==> config.mk <==
export PLATFORM = sky130hd
export DESIGN_NAME = mdio_cmd_master
export DESIGN_NICKNAME = d
export VERILOG_FILES = /design/src/rtl/mdio_cmd_pkg.sv /design/src/rtl/mdio_mdc_gen.sv /design/src/rtl/mdio_frame_engine.sv /design/src/rtl/mdio_cmd_regfile.sv /design/src/rtl/mdio_cmd_master.sv
export SDC_FILE = /design/constraint.sdc
export NUM_CORES = 1
export LEC_CHECK = 0
export ABC_AREA = 0
export BUFFER_PORTS_ARGS = -buffer_cell sky130_fd_sc_hd__buf_2
export CAP_MARGIN = 25
export CORE_ASPECT_RATIO = 0.9
export CORE_MARGIN = 1.5
export CORE_UTILIZATION = 45
export CTS_BUF_LIST = sky130_fd_sc_hd__clkbuf_4
export DETAILED_ROUTE_END_ITERATION = 16
export HOLD_SLACK_MARGIN = 0.02
export PLACE_DENSITY_LB_ADDON = 0.2
export SYNTH_ARGS = -nofsm -noshare
export SYNTH_HDL_FRONTEND = slang
export SYNTH_HIERARCHICAL = 1
export SYNTH_SLANG_ARGS = --single-unit
export TNS_END_PERCENT = 1
==> constraint.sdc <==
create_clock -name clk -period 2.3 [get_ports clk]
set_input_delay 0.345 -clock clk [delete_from_list [all_inputs] [get_ports clk]]
set_output_delay 0.345 -clock clk [all_outputs]
set_load 0.02 [all_outputs]
==> src/rtl/mdio_cmd_pkg.sv <==
`timescale 1ns/1ps
package mdio_cmd_pkg;

    localparam int FRAME_BITS = 64;
    localparam int TA_FIRST   = 46;   // first turnaround bit index
    localparam int DATA_FIRST = 48;   // first data bit index
    localparam int IDX_W      = $clog2(FRAME_BITS);

    typedef struct packed {
        logic        rd;
        logic [4:0]  phy;
        logic [4:0]  regad;
        logic [15:0] data;
    } mdio_cmd_t;

    function automatic mdio_cmd_t decode_word(input logic [31:0] w);
        mdio_cmd_t c;
        c.rd    = w[30];
        c.phy   = w[25:21];
        c.regad = w[20:16];
        c.data  = w[15:0];
        return c;
    endfunction

    function automatic logic [FRAME_BITS-1:0] build_frame(input mdio_cmd_t c);
        logic [1:0]  op;
        logic [1:0]  ta;
        logic [15:0] pay;
        op  = c.rd ? 2'b10 : 2'b01;
        ta  = c.rd ? 2'b00 : 2'b10;
        pay = c.rd ? 16'h0000 : c.data;
        return {32'hFFFF_FFFF, 2'b01, op, c.phy, c.regad, ta, pay};
    endfunction

endpackage

==> src/rtl/mdio_mdc_gen.sv <==
`timescale 1ns/1ps
module mdio_mdc_gen #(
    parameter int HALF_DIV = 4
) (
    input  logic clk,
    input  logic rst_n,
    input  logic run,
    output logic mdc,
    output logic rise_tick,
    output logic fall_tick
);
    localparam int CW = (HALF_DIV > 1) ? $clog2(HALF_DIV) : 1;

    typedef struct packed {
        logic [CW-1:0] cnt;
        logic          mdc;
    } gen_st_t;

    gen_st_t s_d, s_q;
    logic    at_end;

    always_comb begin
        s_d    = s_q;
        at_end = (s_q.cnt == CW'(HALF_DIV - 1));
        if (!run) begin
            s_d.cnt = '0;
            s_d.mdc = 1'b0;
        end else if (at_end) begin
            s_d.cnt = '0;
            s_d.mdc = ~s_q.mdc;
        end else begin
            s_d.cnt = s_q.cnt + 1'b1;
        end
        rise_tick = run && at_end && !s_q.mdc;
        fall_tick = run && at_end &&  s_q.mdc;
    end

    always_ff @(posedge clk or negedge rst_n) begin
        if (!rst_n) s_q <= '0;
        else        s_q <= s_d;
    end

    assign mdc = s_q.mdc;
endmodule

==> src/rtl/mdio_frame_engine.sv <==
`timescale 1ns/1ps
module mdio_frame_engine
    import mdio_cmd_pkg::*;
(
    input  logic        clk,
    input  logic        rst_n,
    input  logic        start,
    input  mdio_cmd_t   cmd,
    input  logic        rise_tick,
    input  logic        fall_tick,
    input  logic        mdio_i,
    output logic        running,
    output logic        done,
    output logic [15:0] rd_data,
    output logic        mdio_o,
    output logic        mdio_oe
);
    typedef struct packed {
        logic                  running;
        logic                  rd;
        logic [IDX_W-1:0]      idx;
        logic [FRAME_BITS-1:0] shreg;
        logic [15:0]           cap;
    } eng_st_t;

    eng_st_t s_d, s_q;

    always_comb begin
        s_d  = s_q;
        done = 1'b0;
        if (!s_q.running) begin
            if (start) begin
                s_d.running = 1'b1;
                s_d.rd      = cmd.rd;
                s_d.idx     = '0;
                s_d.shreg   = build_frame(cmd);
            end
        end else begin
            if (rise_tick && s_q.rd && (s_q.idx >= IDX_W'(DATA_FIRST)))
                s_d.cap = {s_q.cap[14:0], mdio_i};
            if (fall_tick) begin
                if (s_q.idx == IDX_W'(FRAME_BITS - 1)) begin
                    s_d.running = 1'b0;
                    done        = 1'b1;
                end else begin
                    s_d.idx   = s_q.idx + 1'b1;
                    s_d.shreg = {s_q.shreg[FRAME_BITS-2:0], 1'b0};
                end
            end
        end
    end

    always_ff @(posedge clk or negedge rst_n) begin
        if (!rst_n) s_q <= '0;
        else        s_q <= s_d;
    end

    assign running = s_q.running;
    assign rd_data = s_q.cap;
    assign mdio_o  = s_q.running & s_q.shreg[FRAME_BITS-1];
    assign mdio_oe = s_q.running & ~(s_q.rd & (s_q.idx >= IDX_W'(TA_FIRST)));
endmodule

==> src/rtl/mdio_cmd_regfile.sv <==
`timescale 1ns/1ps
module mdio_cmd_regfile
    import mdio_cmd_pkg::*;
(
    input  logic        clk,
    input  logic        rst_n,
    input  logic        wr_en,
    input  logic [31:0] wr_data,
    input  logic        busy,
    input  logic        done,
    input  logic [15:0] done_data,
    output logic        start,
    output mdio_cmd_t   launch_cmd,
    output logic [31:0] rd_word
);
    mdio_cmd_t c_d, c_q;
    logic      accept;

    always_comb begin
        c_d        = c_q;
        accept     = wr_en && !busy;
        launch_cmd = decode_word(wr_data);
        start      = accept && wr_data[31];
        if (accept)
            c_d = launch_cmd;
        else if (done && c_q.rd)
            c_d.data = done_data;
    end

    always_ff @(posedge clk or negedge rst_n) begin
        if (!rst_n) c_q <= '0;
        else        c_q <= c_d;
    end

    assign rd_word = {busy, c_q.rd, 4'b0000, c_q.phy, c_q.regad, c_q.data};
endmodule

==> src/rtl/mdio_cmd_master.sv <==
`timescale 1ns/1ps
module mdio_cmd_master
    import mdio_cmd_pkg::*;
#(
    parameter int HALF_DIV = 4
) (
    input  logic        clk,
    input  logic        rst_n,
    input  logic        reg_wr_en,
    input  logic [31:0] reg_wr_data,
    output logic [31:0] reg_rd_data,
    output logic        mdc,
    output logic        mdio_o,
    output logic        mdio_oe,
    input  logic        mdio_i
);
    logic        start;
    mdio_cmd_t   launch_cmd;
    logic        running;
    logic        done;
    logic [15:0] cap_data;
    logic        rise_tick;
    logic        fall_tick;

    mdio_cmd_regfile u_regs (
        .clk        (clk),
        .rst_n      (rst_n),
        .wr_en      (reg_wr_en),
        .wr_data    (reg_wr_data),
        .busy       (running),
        .done       (done),
        .done_data  (cap_data),
        .start      (start),
        .launch_cmd (launch_cmd),
        .rd_word    (reg_rd_data)
    );

    mdio_mdc_gen #(.HALF_DIV(HALF_DIV)) u_mdc (
        .clk       (clk),
        .rst_n     (rst_n),
        .run       (running),
        .mdc       (mdc),
        .rise_tick (rise_tick),
        .fall_tick (fall_tick)
    );

    mdio_frame_engine u_eng (
        .clk       (clk),
        .rst_n     (rst_n),
        .start     (start),
        .cmd       (launch_cmd),
        .rise_tick (rise_tick),
        .fall_tick (fall_tick),
        .mdio_i    (mdio_i),
        .running   (running),
        .done      (done),
        .rd_data   (cap_data),
        .mdio_o    (mdio_o),
        .mdio_oe   (mdio_oe)
    );
endmodule

==> reports/metrics.yaml <==
slew_violations: 0
max_slew_headroom_pct: 55.8
grt_start_max_net_pins: 119
boundary_pins: 71
post_cts_hold_buffer_count: 13
worstSetupEndpointType: "output port"
p_per_area_nw_per_um2: 913
global_route.overflow_total: 0
kind_of_critical_path: "reg -> out"
finalWorstSetupSlack_ns: 0.220
final_hold_vio_count: 0
timing_worst_slew_pin_value_ns: 0.663
net_switching_component_of_the_power_mw: 1.83
vias: 3555
ys_ff_latch: 118
total_power_mw: 5.49
unrepaired_setup_endpoints_after_global_routing: "false"
path_max_fanout: 48
track_usage_pct: 16.1
die_area_um2: 13200
layout.nets: 592
run_status: "completed"
post_cts_resize_count: 0
gp_congestion: 0.753
timing.final.crit_period_ns: 2.08
drt_drc_violations_left: 0
die_height_um: 109
drt.antenna.violating_nets: 0
number_of_standard_cells_after_synthesis: 526
count_of_distinct_cell_types_in_the_synthesized_netlist: 39
fin_crit_sh_pct: 90.4
detail_route.first_pass.iterations: 4
drive_gt1_share_pct: 27.3
grt_pass1_vias: 3450
hold_ws_ns: 0.0863
coreArea_um2: 12100
routed_wire_length_per_instance_um: 13.1
numClockSinks: 118
combPwrFrac_pct: 26.7
p_int_mw: 3.65
route.final.wire_length_um: 9520
grt_pass1_wl_um: 16400
clk_transition_reported_paths_ns: 0.09
cap_viol_max_count: 0
yosys_warnings: 6
ir_worst_vdd_uv: 479
synth.cell_area_um2: 5620
drt_iter0_markers: 187
finalSetupViolCount: 0
cts_buffer_depth: 2
antenna_found_initial: 0
initial_core_util_pct: 46.4
worstPathRequired_ns: 1.96
drt-vias-per-instance: 4.91
cell_leakage_power_nw: 2.93
timing.critical_path.from_type: "flip-flop"
finalSetupTns_ns: 0
swShare_pct: 33.4
number_of_clock_buffers_inserted_by_tritoncts: 17
worst_ep_arrival_time_ns: 1.73
clk_root_buffer_cell: "sky130_fd_sc_hd__clkbuf_4"
die-width_um: 121
postCtsSetupBuffers: 0
seq_power_share_pct: 53.2
post-place-ws_ns: 0.359
ant_diodes: 0
place.port_buffers: 62
cts_tree: "done"
skew_ns: 0.00913
synth.yosys.seq_area_share_pct: 52.5
max_clock_freq_mhz: 481
placementRows: 38
area_growth_syn_to_layout_pct: 6.83
syn_area_per_cell_um2: 10.7
place.detailed.hpwl_um: 5940
worstSkewPairLatency_ns: 0.52
clock_tree.htree_level_count: 4
hold_class: "in -> reg"
clock_power_share_pct: 20.0
metrics by stage:
stage / instance area (um^2) / std cells / util, %
2_1_floorplan: 5640 / 529 / -
3_3_place_gp: 5690 / 682 / 47.0
3_5_place_dp: 5690 / 682 / 47.0
4_1_cts: 6010 / 724 / 49.6
5_1_grt: 6010 / 724 / 49.6
6_report: 6010 / 724 / 49.6
placed cells by master (no fill, tap or decap), types with 3 or more instances in the layout:
cell type / count
sky130_fd_sc_hd__dfrtp_1: 117
sky130_fd_sc_hd__nand2_1: 107
sky130_fd_sc_hd__buf_2: 61
sky130_fd_sc_hd__o21ai_0: 60
sky130_fd_sc_hd__nor2b_1: 34
sky130_fd_sc_hd__mux2_2: 32
sky130_fd_sc_hd__a22oi_1: 26
sky130_fd_sc_hd__clkbuf_4: 19
sky130_fd_sc_hd__mux2_4: 18
sky130_fd_sc_hd__dlygate4sd3_1: 13
sky130_fd_sc_hd__buf_4: 9
sky130_fd_sc_hd__o21ai_1: 8
sky130_fd_sc_hd__clkinv_1: 6
sky130_fd_sc_hd__nand3_1: 5
sky130_fd_sc_hd__clkinv_2: 4
sky130_fd_sc_hd__and2_1: 4
sky130_fd_sc_hd__nor2_1: 4
sky130_fd_sc_hd__conb_1: 4
sky130_fd_sc_hd__buf_12: 3
sky130_fd_sc_hd__nand2b_1: 3
sky130_fd_sc_hd__a21oi_1: 3
sky130_fd_sc_hd__a22o_1: 3
final cells by class:
class                   instances  area [um^2]
clock buffers                  19          143
clock inverters                10         42.5
flip-flops and latches        118         2950
well taps                     160          200
inverters                       2         7.51
fillers                      1124         6120
repair buffers                 86          563
multi-input cells             329         2100
path summary, 6_finish.rpt:
check	start	cells after the start	to	slack [ns]
max in group asynchronous	rst_n	3	u_eng/running	1.35
setup reg to reg	u_eng/s_q[81]	6	u_regs/rd_word[12]	0.33
hold reg to reg	u_mdc/s_q[1]	1	u_mdc/s_q[1]	0.45
min in group asynchronous	rst_n	3	u_regs/rd_word[9]	0.41
setup / recovery	u_eng/running	3	mdio_oe	0.22
hold / removal	reg_wr_data[30]	3	u_regs/rd_word[30]	0.09
cell families after synthesis:
logic type | share of synthesized area (%)
and+or+nand+nor | 13.7
DFF | 52.5
AOI/OAI and AO/OA | 11.5
buffers and inverters | 10.4
muxes | 11.2
adders and majority gates | 0.445
other | 0.0667
xor gates and xnor gates | 0.156
power groups by stage:
stage / clock, mW / combinational (mW) / sequential, mW
2_1_floorplan: 0 / 1.02 / 3.04
3_3_place_gp: 0 / 1.44 / 2.94
3_5_place_dp: 0 / 1.48 / 2.96
4_1_cts: 1.16 / 1.50 / 2.93
5_1_grt: 1.25 / 1.69 / 3.00
6_report: 1.10 / 1.47 / 2.92
cells in the mapped netlist, drive strengths merged:
library cell / instances / area share, %
nand2: 107 / 7.1
a21oi: 4 / 0.56
ha: 2 / 0.44
nor3: 1 / 0.089
nand3b: 1 / 0.13
and2: 4 / 0.44
nor2: 4 / 0.27
buf: 66 / 9.3
a22o: 3 / 0.47
and2b: 1 / 0.13
clkbuf: 14 / 0.98
and3: 1 / 0.13
o21ai: 69 / 6.3
nor2b: 35 / 3.9
xor2: 1 / 0.16
a31oi: 1 / 0.11
o21a: 1 / 0.13
conb: 1 / 0.067
or2: 1 / 0.11
nand2b: 4 / 0.58
mux2: 50 / 11
a41oi: 1 / 0.16
inv: 2 / 0.13
a22oi: 26 / 3.5
o221ai: 1 / 0.27
nor3b: 1 / 0.13
dfrtp: 118 / 53
nand3: 6 / 0.62
sequential cells by signal (all words and copies together), names as in the netlist:
signal          cells
u_eng/s_q          71
u_regs/rd_word     27
u_eng/rd_data      16
u_mdc/s_q           2
u_eng/running       1
u_mdc/mdc           1
critical path: stages (launching register included):
cell and delay (ns):
sky130_fd_sc_hd__dfrtp_2 0.46, sky130_fd_sc_hd__buf_4 0.40, sky130_fd_sc_hd__o21a_1 0.18, sky130_fd_sc_hd__buf_2 0.17
per-layer routing:
layer  routed length, um  up-vias  share of wire, %  global-route usage, %
li1                    -     1773                 -                      -
met1                4690     1706                49                   20.7
met2                4230       66                44                   24.2
met3                 497       10               5.2                   6.38
met4                 109        0               1.1                   6.55
met5                   0        -                 0                      0
(Power assumes the default switching activity.)
